## config.mk

```make
export PLATFORM = sky130hd
export DESIGN_NAME = irq_cmd_seq
export DESIGN_NICKNAME = d
export VERILOG_FILES = /design/src/rtl/irq_seq_pkg.sv /design/src/rtl/irq_cmd_decode.sv /design/src/rtl/irq_isr_unit.sv /design/src/rtl/irq_cmd_seq.sv
export SDC_FILE = /design/constraint.sdc
export NUM_CORES = 1
export LEC_CHECK = 0
export ABC_CLOCK_PERIOD_IN_PS = 2300
export CAP_MARGIN = 20
export CORE_MARGIN = 2
export CORE_UTILIZATION = 62
export DETAILED_ROUTE_END_ITERATION = 8
export DONT_BUFFER_PORTS = 1
export GPL_ROUTABILITY_DRIVEN = 0
export PLACE_DENSITY = 0.79
export SLEW_MARGIN = 20
export SYNTH_ARGS = -nofsm -noshare
export SYNTH_HDL_FRONTEND = slang
export SYNTH_HIERARCHICAL = 1
export SYNTH_SLANG_ARGS = --single-unit
```

## constraint.sdc

```tcl
create_clock -name clk -period 2.3 [get_ports clk]
set_input_delay 0.115 -clock clk [delete_from_list [all_inputs] [get_ports clk]]
set_output_delay 0.115 -clock clk [all_outputs]
set_load 0.03 [all_outputs]
```

## src/rtl/irq_seq_pkg.sv

```systemverilog
package irq_seq_pkg;
    localparam int DATA_W  = 8;
    localparam int LVL_W   = $clog2(DATA_W);
    localparam int LEN_W   = 2;
    localparam logic [LEN_W-1:0] LEN_BYTE = 2'd1;

    typedef enum logic [2:0] {
        ST_IDLE      = 3'd0,
        ST_WAIT_VEC  = 3'd1,
        ST_WAIT_CAS  = 3'd2,
        ST_WAIT_MODE = 3'd3,
        ST_READY     = 3'd4
    } seq_state_e;

    typedef struct packed {
        logic             is_init;
        logic             is_op2;
        logic             is_op3;
        logic             op2_ok;
        logic             op2_spec;
        logic [LVL_W-1:0] level;
    } cmd_dec_t;
endpackage

```

## src/rtl/irq_cmd_decode.sv

```systemverilog
module irq_cmd_decode
    import irq_seq_pkg::*;
(
    input  logic [DATA_W-1:0] byte_i,
    output cmd_dec_t          dec_o
);
    always_comb begin
        dec_o.is_init  = byte_i[4];
        dec_o.is_op2   = (byte_i[4:3] == 2'b00);
        dec_o.is_op3   = (byte_i[4:3] == 2'b01);
        dec_o.op2_ok   = (byte_i[4:3] == 2'b00) && byte_i[5] && !byte_i[7];
        dec_o.op2_spec = byte_i[6];
        dec_o.level    = byte_i[LVL_W-1:0];
    end
endmodule

```

## src/rtl/irq_isr_unit.sv

```systemverilog
module irq_isr_unit
    import irq_seq_pkg::*;
(
    input  logic              clk,
    input  logic              rst,
    input  logic              clr_spec,
    input  logic              clr_low,
    input  logic [LVL_W-1:0]  level,
    input  logic [DATA_W-1:0] set_bits,
    output logic [DATA_W-1:0] isr_q
);
    logic [DATA_W-1:0] low_bit;
    logic [DATA_W-1:0] clr_vec;

    // isolate the lowest set bit
    assign low_bit = isr_q & (~isr_q + 1'b1);

    always_comb begin
        clr_vec = '0;
        if (clr_spec)
            clr_vec[level] = 1'b1;
        else if (clr_low)
            clr_vec = low_bit;
    end

    always_ff @(posedge clk) begin
        if (rst)
            isr_q <= '0;
        else
            isr_q <= (isr_q & ~clr_vec) | set_bits;
    end

    // at most one in-service bit drops per cycle
    p_one_clear_r8: assert property (@(posedge clk) disable iff (rst)
        !rst |=> $countones($past(isr_q) & ~isr_q) <= 1);

    // a specific clear removes the addressed bit
    p_spec_clear_r7: assert property (@(posedge clk) disable iff (rst)
        (clr_spec && set_bits == '0) |=> !isr_q[$past(level)]);

    // test set bits appear next cycle
    p_test_set_r12: assert property (@(posedge clk) disable iff (rst)
        !rst |=> (($past(set_bits) & ~isr_q) == '0));
endmodule

```

## src/rtl/irq_cmd_seq.sv

```systemverilog
module irq_cmd_seq
    import irq_seq_pkg::*;
(
    input  logic              clk,
    input  logic              rst,
    input  logic              wr_en,
    input  logic              wr_sel,
    input  logic [LEN_W-1:0]  wr_len,
    input  logic [DATA_W-1:0] wr_data,
    input  logic [DATA_W-1:0] tst_isr_set,
    output logic [2:0]        seq_state,
    output logic              err,
    output logic [DATA_W-1:0] mask_q,
    output logic [DATA_W-1:0] isr_q,
    output logic [DATA_W-1:0] init_q,
    output logic [DATA_W-1:0] vec_q,
    output logic [DATA_W-1:0] cas_q,
    output logic [DATA_W-1:0] mode_q,
    output logic [DATA_W-1:0] op2_q,
    output logic [DATA_W-1:0] op3_q
);
    seq_state_e state_q, state_n;
    cmd_dec_t   dec;
    logic acc, bad_len, cmd_wr, dat_wr;
    logic ld_init, ld_vec, ld_cas, ld_mode, ld_mask, ld_op2, ld_op3;
    logic eoi_spec, eoi_low, err_n, err_q;

    irq_cmd_decode u_dec (.byte_i(wr_data), .dec_o(dec));

    irq_isr_unit u_isr (
        .clk(clk), .rst(rst),
        .clr_spec(eoi_spec), .clr_low(eoi_low),
        .level(dec.level), .set_bits(tst_isr_set),
        .isr_q(isr_q)
    );

    assign acc     = wr_en && (wr_len == LEN_BYTE);
    assign bad_len = wr_en && (wr_len != LEN_BYTE);
    assign cmd_wr  = acc && !wr_sel;
    assign dat_wr  = acc && wr_sel;

    always_comb begin
        state_n  = state_q;
        err_n    = bad_len;
        ld_init  = 1'b0; ld_vec = 1'b0; ld_cas = 1'b0; ld_mode = 1'b0;
        ld_mask  = 1'b0; ld_op2 = 1'b0; ld_op3 = 1'b0;
        eoi_spec = 1'b0; eoi_low = 1'b0;
        if (cmd_wr && dec.is_init) begin
            ld_init = 1'b1;
            state_n = ST_WAIT_VEC;
        end else begin
            unique case (state_q)
                ST_IDLE: begin
                    if (cmd_wr) err_n = 1'b1;
                    else if (dat_wr) ld_mask = 1'b1;
                end
                ST_WAIT_VEC: begin
                    if (cmd_wr) err_n = 1'b1;
                    else if (dat_wr) begin
                        ld_vec = 1'b1;
                        if (!init_q[1])     state_n = ST_WAIT_CAS;
                        else if (init_q[0]) state_n = ST_WAIT_MODE;
                        else                state_n = ST_READY;
                    end
                end
                ST_WAIT_CAS: begin
                    if (cmd_wr) err_n = 1'b1;
                    else if (dat_wr) begin
                        ld_cas  = 1'b1;
                        state_n = init_q[0] ? ST_WAIT_MODE : ST_READY;
                    end
                end
                ST_WAIT_MODE: begin
                    if (cmd_wr) err_n = 1'b1;
                    else if (dat_wr) begin
                        ld_mode = 1'b1;
                        state_n = ST_READY;
                    end
                end
                ST_READY: begin
                    if (cmd_wr) begin
                        if (dec.op2_ok) begin
                            ld_op2   = 1'b1;
                            eoi_spec = dec.op2_spec;
                            eoi_low  = !dec.op2_spec;
                        end else if (dec.is_op3) begin
                            ld_op3 = 1'b1;
                        end else begin
                            err_n = 1'b1;
                        end
                    end else if (dat_wr) begin
                        ld_mask = 1'b1;
                    end
                end
                default: state_n = ST_IDLE;
            endcase
        end
    end

    always_ff @(posedge clk) begin
        if (rst) state_q <= ST_IDLE;
        else     state_q <= state_n;
    end

    always_ff @(posedge clk) begin
        if (rst) begin
            err_q  <= 1'b0;
            mask_q <= '0; init_q <= '0; vec_q <= '0; cas_q <= '0;
            mode_q <= '0; op2_q  <= '0; op3_q <= '0;
        end else begin
            err_q <= err_n;
            if (ld_mask) mask_q <= wr_data;
            if (ld_init) init_q <= wr_data;
            if (ld_vec)  vec_q  <= wr_data;
            if (ld_cas)  cas_q  <= wr_data;
            if (ld_mode) mode_q <= wr_data;
            if (ld_op2)  op2_q  <= wr_data;
            if (ld_op3)  op3_q  <= wr_data;
        end
    end

    assign seq_state = state_q;
    assign err       = err_q;

    // wrong size flags an error and leaves state and mask alone
    p_bad_len_r11: assert property (@(posedge clk) disable iff (rst)
        (!rst && bad_len) |=> (err && state_q == $past(state_q) && mask_q == $past(mask_q)));

    // an init command always goes to WAIT_VEC without error
    p_init_accept_r2: assert property (@(posedge clk) disable iff (rst)
        (!rst && cmd_wr && wr_data[4]) |=> (state_q == ST_WAIT_VEC && !err));

    // mask moves only on a data write
    p_mask_hold_r6: assert property (@(posedge clk) disable iff (rst)
        (!rst && !(wr_en && wr_sel)) |=> $stable(mask_q));

    // an error cycle follows a write that changed no state
    p_err_nochange_r9: assert property (@(posedge clk) disable iff (rst)
        (!rst && wr_en) |=> (!err || (state_q == $past(state_q) && $stable(op2_q))));
endmodule

```

==> impl_table.tex <==
\begin{tabular}{lr}
\hline
Metric & Value \\
\hline
\multicolumn{2}{l}{\textbf{Run status}} \\
\quad Run status & finished clean \\
\multicolumn{2}{l}{\textbf{Setup path}} \\
\quad Count of buffering cells on the critical path with inverters included & 0 \\
\quad Cells along the critical path & nor4b\_2 -> nand3\_1 -> nor2\_1 -> or4bb\_1 -> a21oi\_1 -> nor3\_1 \\
\quad Critical path's top delay family & simple AND/OR/NAND/NOR gates \\
\quad Largest stage delay on the critical path & 0.53 ns \\
\quad Required time reported for the critical path endpoint & 2.53 ns \\
\quad Slowest cell on the critical path & or4bb\_1 \\
\quad Type of destination of the critical path & flop \\
\quad Largest fanout on the critical path & 8 \\
\quad Classification of the worst setup path & reg2reg \\
\quad Type of origin of the critical path & flop \\
\quad Worst EP arrival & 2.23 ns \\
\multicolumn{2}{l}{\textbf{GRT}} \\
\quad Remaining global-route overflow & 0 \\
\quad Via count of the first global-routing pass & 2276 \\
\quad Number of antenna violations at the first check in global routing & 0 \\
\quad Maximum number of pins on one net before global-route repair & 69 \\
\quad Global-route wire length before repair & 10920 um \\
\quad Total routing resource utilization after global routing & 0.2687 \\
\multicolumn{2}{l}{\textbf{Detailed routing}} \\
\quad Count of nets left with antenna violations after detail routing & 0 \\
\quad Via/cell ratio & 6.241 \\
\quad Via total after detailed routing & 2384 \\
\quad Total wire length & 7279 um \\
\quad DRC violation count after routing & 0 \\
\quad First-pass iteration count of the detailed router & 4 \\
\quad Starting DRT DRC Count & 143 \\
\quad Post-detailed-route wirelength per cell & 19.05 um \\
\multicolumn{2}{l}{\textbf{Finish}} \\
\quad Fraction of final layout cells sized beyond drive strength 1 & 0.09451 \\
\quad Number of antenna cells inserted & 0 \\
\quad Fill cell count & 347 \\
\quad Most used cells in the layout excluding fill and tap cells & dfxtp\_1 (68), nand2b\_1 (54), mux2i\_1 (40) \\
\quad Final standard cell area without fillers & 3418 um\^{}2 \\
\quad Final design utilization & 0.7285 \\
\quad Most common cell after layout, fill and taps aside & dfxtp\_1 \\
\quad Area grow syn2layout & 13.74\% \\
\quad Total number of nets in the final design & 345 \\
\multicolumn{2}{l}{\textbf{Timing}} \\
\quad Highest clock frequency the design can meet & 498.4 MHz \\
\quad Hold Fails Final Rpt & 0 \\
\quad Total Neg Setup Slack & 0 ns \\
\quad Min cycle time layout & 2.007 ns \\
\quad Unrepaired setup endpoints after global routing & false \\
\quad Tightest slew margin relative to the limit & 0.5458 \\
\quad Ratio of final minimum period to clock period & 0.8724 \\
\quad Final setup violation count & 0 \\
\quad Number of max-slew violations in the final report & 0 \\
\quad Clock skew after layout & 0.006001 ns \\
\quad Actual slew at the worst max-slew pin & 0.6777 ns \\
\multicolumn{2}{l}{\textbf{Placement}} \\
\quad Count of port buffers added during placement & 0 \\
\quad Detailed Place HPWL & 4539 um \\
\quad Instance area at placement & 2992 um\^{}2 \\
\multicolumn{2}{l}{\textbf{Floorplanning}} \\
\quad I/O pin cnt & 90 \\
\quad Standard cell core area & 4692 um\^{}2 \\
\quad Total Die Area & 5421 um\^{}2 \\
\quad Chip height & 73.63 um \\
\quad Initial core utilization & 0.6405 \\
\quad Num rows & 25 \\
\quad Floorplan die width & 73.63 um \\
\multicolumn{2}{l}{\textbf{Power}} \\
\quad Power per standard cell area & 718.8 nW/um\^{}2 \\
\quad Cell leakage power & 1.406 nW \\
\quad IR drop worst, VDD & 539.9 uV \\
\multicolumn{2}{l}{\textbf{Logic synthesis}} \\
\quad Cell Area, Synth & 3005 um\^{}2 \\
\quad Cells after Synth & 310 \\
\quad Syn\_area\_per\_cell & 9.695 um\^{}2 \\
\quad Syn\_nets & 332 \\
\quad Syn. warnings & 6 \\
\multicolumn{2}{l}{\textbf{Clock network}} \\
\quad Sinks on Clock Net & 68 \\
\quad CTS buffer count & 9 \\
\quad Post-CTS Resized & 0 \\
\quad Depth of the CTS H-tree & 3 \\
\quad Maximum buffer depth of the clock tree & 2 \\
\quad Clk Latency, worst-skew pair & 0.35 ns \\
\quad Clock root buffer & clkbuf\_8 \\
\quad Clock transition at the registers of the reported paths & 0.07 ns \\
\quad TritonCTS clock tree & done \\
\multicolumn{2}{l}{\textbf{Run}} \\
\quad Maximum Capacitance Violations & 0 \\
\multicolumn{2}{l}{\textbf{Worst hold path}} \\
\quad Min-delay worst type & in2reg \\
\hline
\end{tabular}
[area by class of cell]
cell class / instances / area (um^2) / area share
Sequential cell: 68 / 1361 / 0.3982
Inverter: 10 / 37.54 / 0.01098
Clock buffer: 10 / 127.6 / 0.03734
Multi-Input combinational cell: 207 / 1473 / 0.4308
Clock inverter: 6 / 88.84 / 0.02599
Timing Repair Buffer: 27 / 262.8 / 0.07687
Tap cell: 54 / 67.56 / 0.01977
[per-stage QoR]
stage	hold WS [ns]	std cells	total power [mW]	worst slack (ns)
after floorplan	0.2445	310	1.363	0.02821
after global placement	0.1908	346	1.360	0.4098
after detailed placement	0.1902	346	1.362	0.3304
after CTS	0.01090	382	2.465	0.3117
after global routing	0.03465	382	2.523	0.09582
final	0.01777	382	2.457	0.2935
[registers in the layout, indices dropped and copies added (netlist names)]
name         cells
cas_q            8
init_q           8
mask_q           8
mode_q           8
op2_q            8
op3_q            8
u_isr/isr_q      8
vec_q            8
seq_state        3
err              1
[final timing paths]
| kind | from | end | slack [ns] | cells past startpoint |
|---|---|---|---|---|
| setup reg to reg | seq_state[0]$_SDFFE_PP0P_ | u_isr/isr_q[4]$_SDFF_PP0_ | 0.29 | 6 |
| setup / recovery | seq_state[0]$_SDFFE_PP0P_ | u_isr/isr_q[4]$_SDFF_PP0_ | 0.29 | 6 |
| hold reg to reg | op3_q[6]$_SDFFE_PP0P_ | op3_q[6]$_SDFFE_PP0P_ | 0.62 | 2 |
| hold / removal | wr_data[4] | seq_state[2]$_SDFFE_PP0P_ | 0.02 | 2 |
[timing repair]
item,4_1_cts,5_1_grt
buffers inserted,0,0
hold endpoints to repair,68,0
hold buffers,20,0
[worst reg2reg max path, cell delays in order (launching register included)]
cell	delay, ns
dfxtp_1	0.33
nor4b_2	0.31
nand3_1	0.15
nor2_1	0.36
or4bb_1	0.53
a21oi_1	0.15
nor3_1	0.06
[power breakdown]
group          internal, mW  switching (mW)  total [mW]
combinational        0.0680          0.0737       0.142
clock                 0.610           0.462        1.07
sequential             1.19          0.0493        1.24
total                  1.87           0.585        2.46
[per-layer routing]
layer,global-route usage,wire length (um),vias to the layer above
li1,-,-,1111
met1,0.3130,2901,1129
met2,0.4286,3389,119
met3,0.09328,774,25
met4,0.1515,213,0
met5,0,0,-
(Power assumes the default switching activity.)
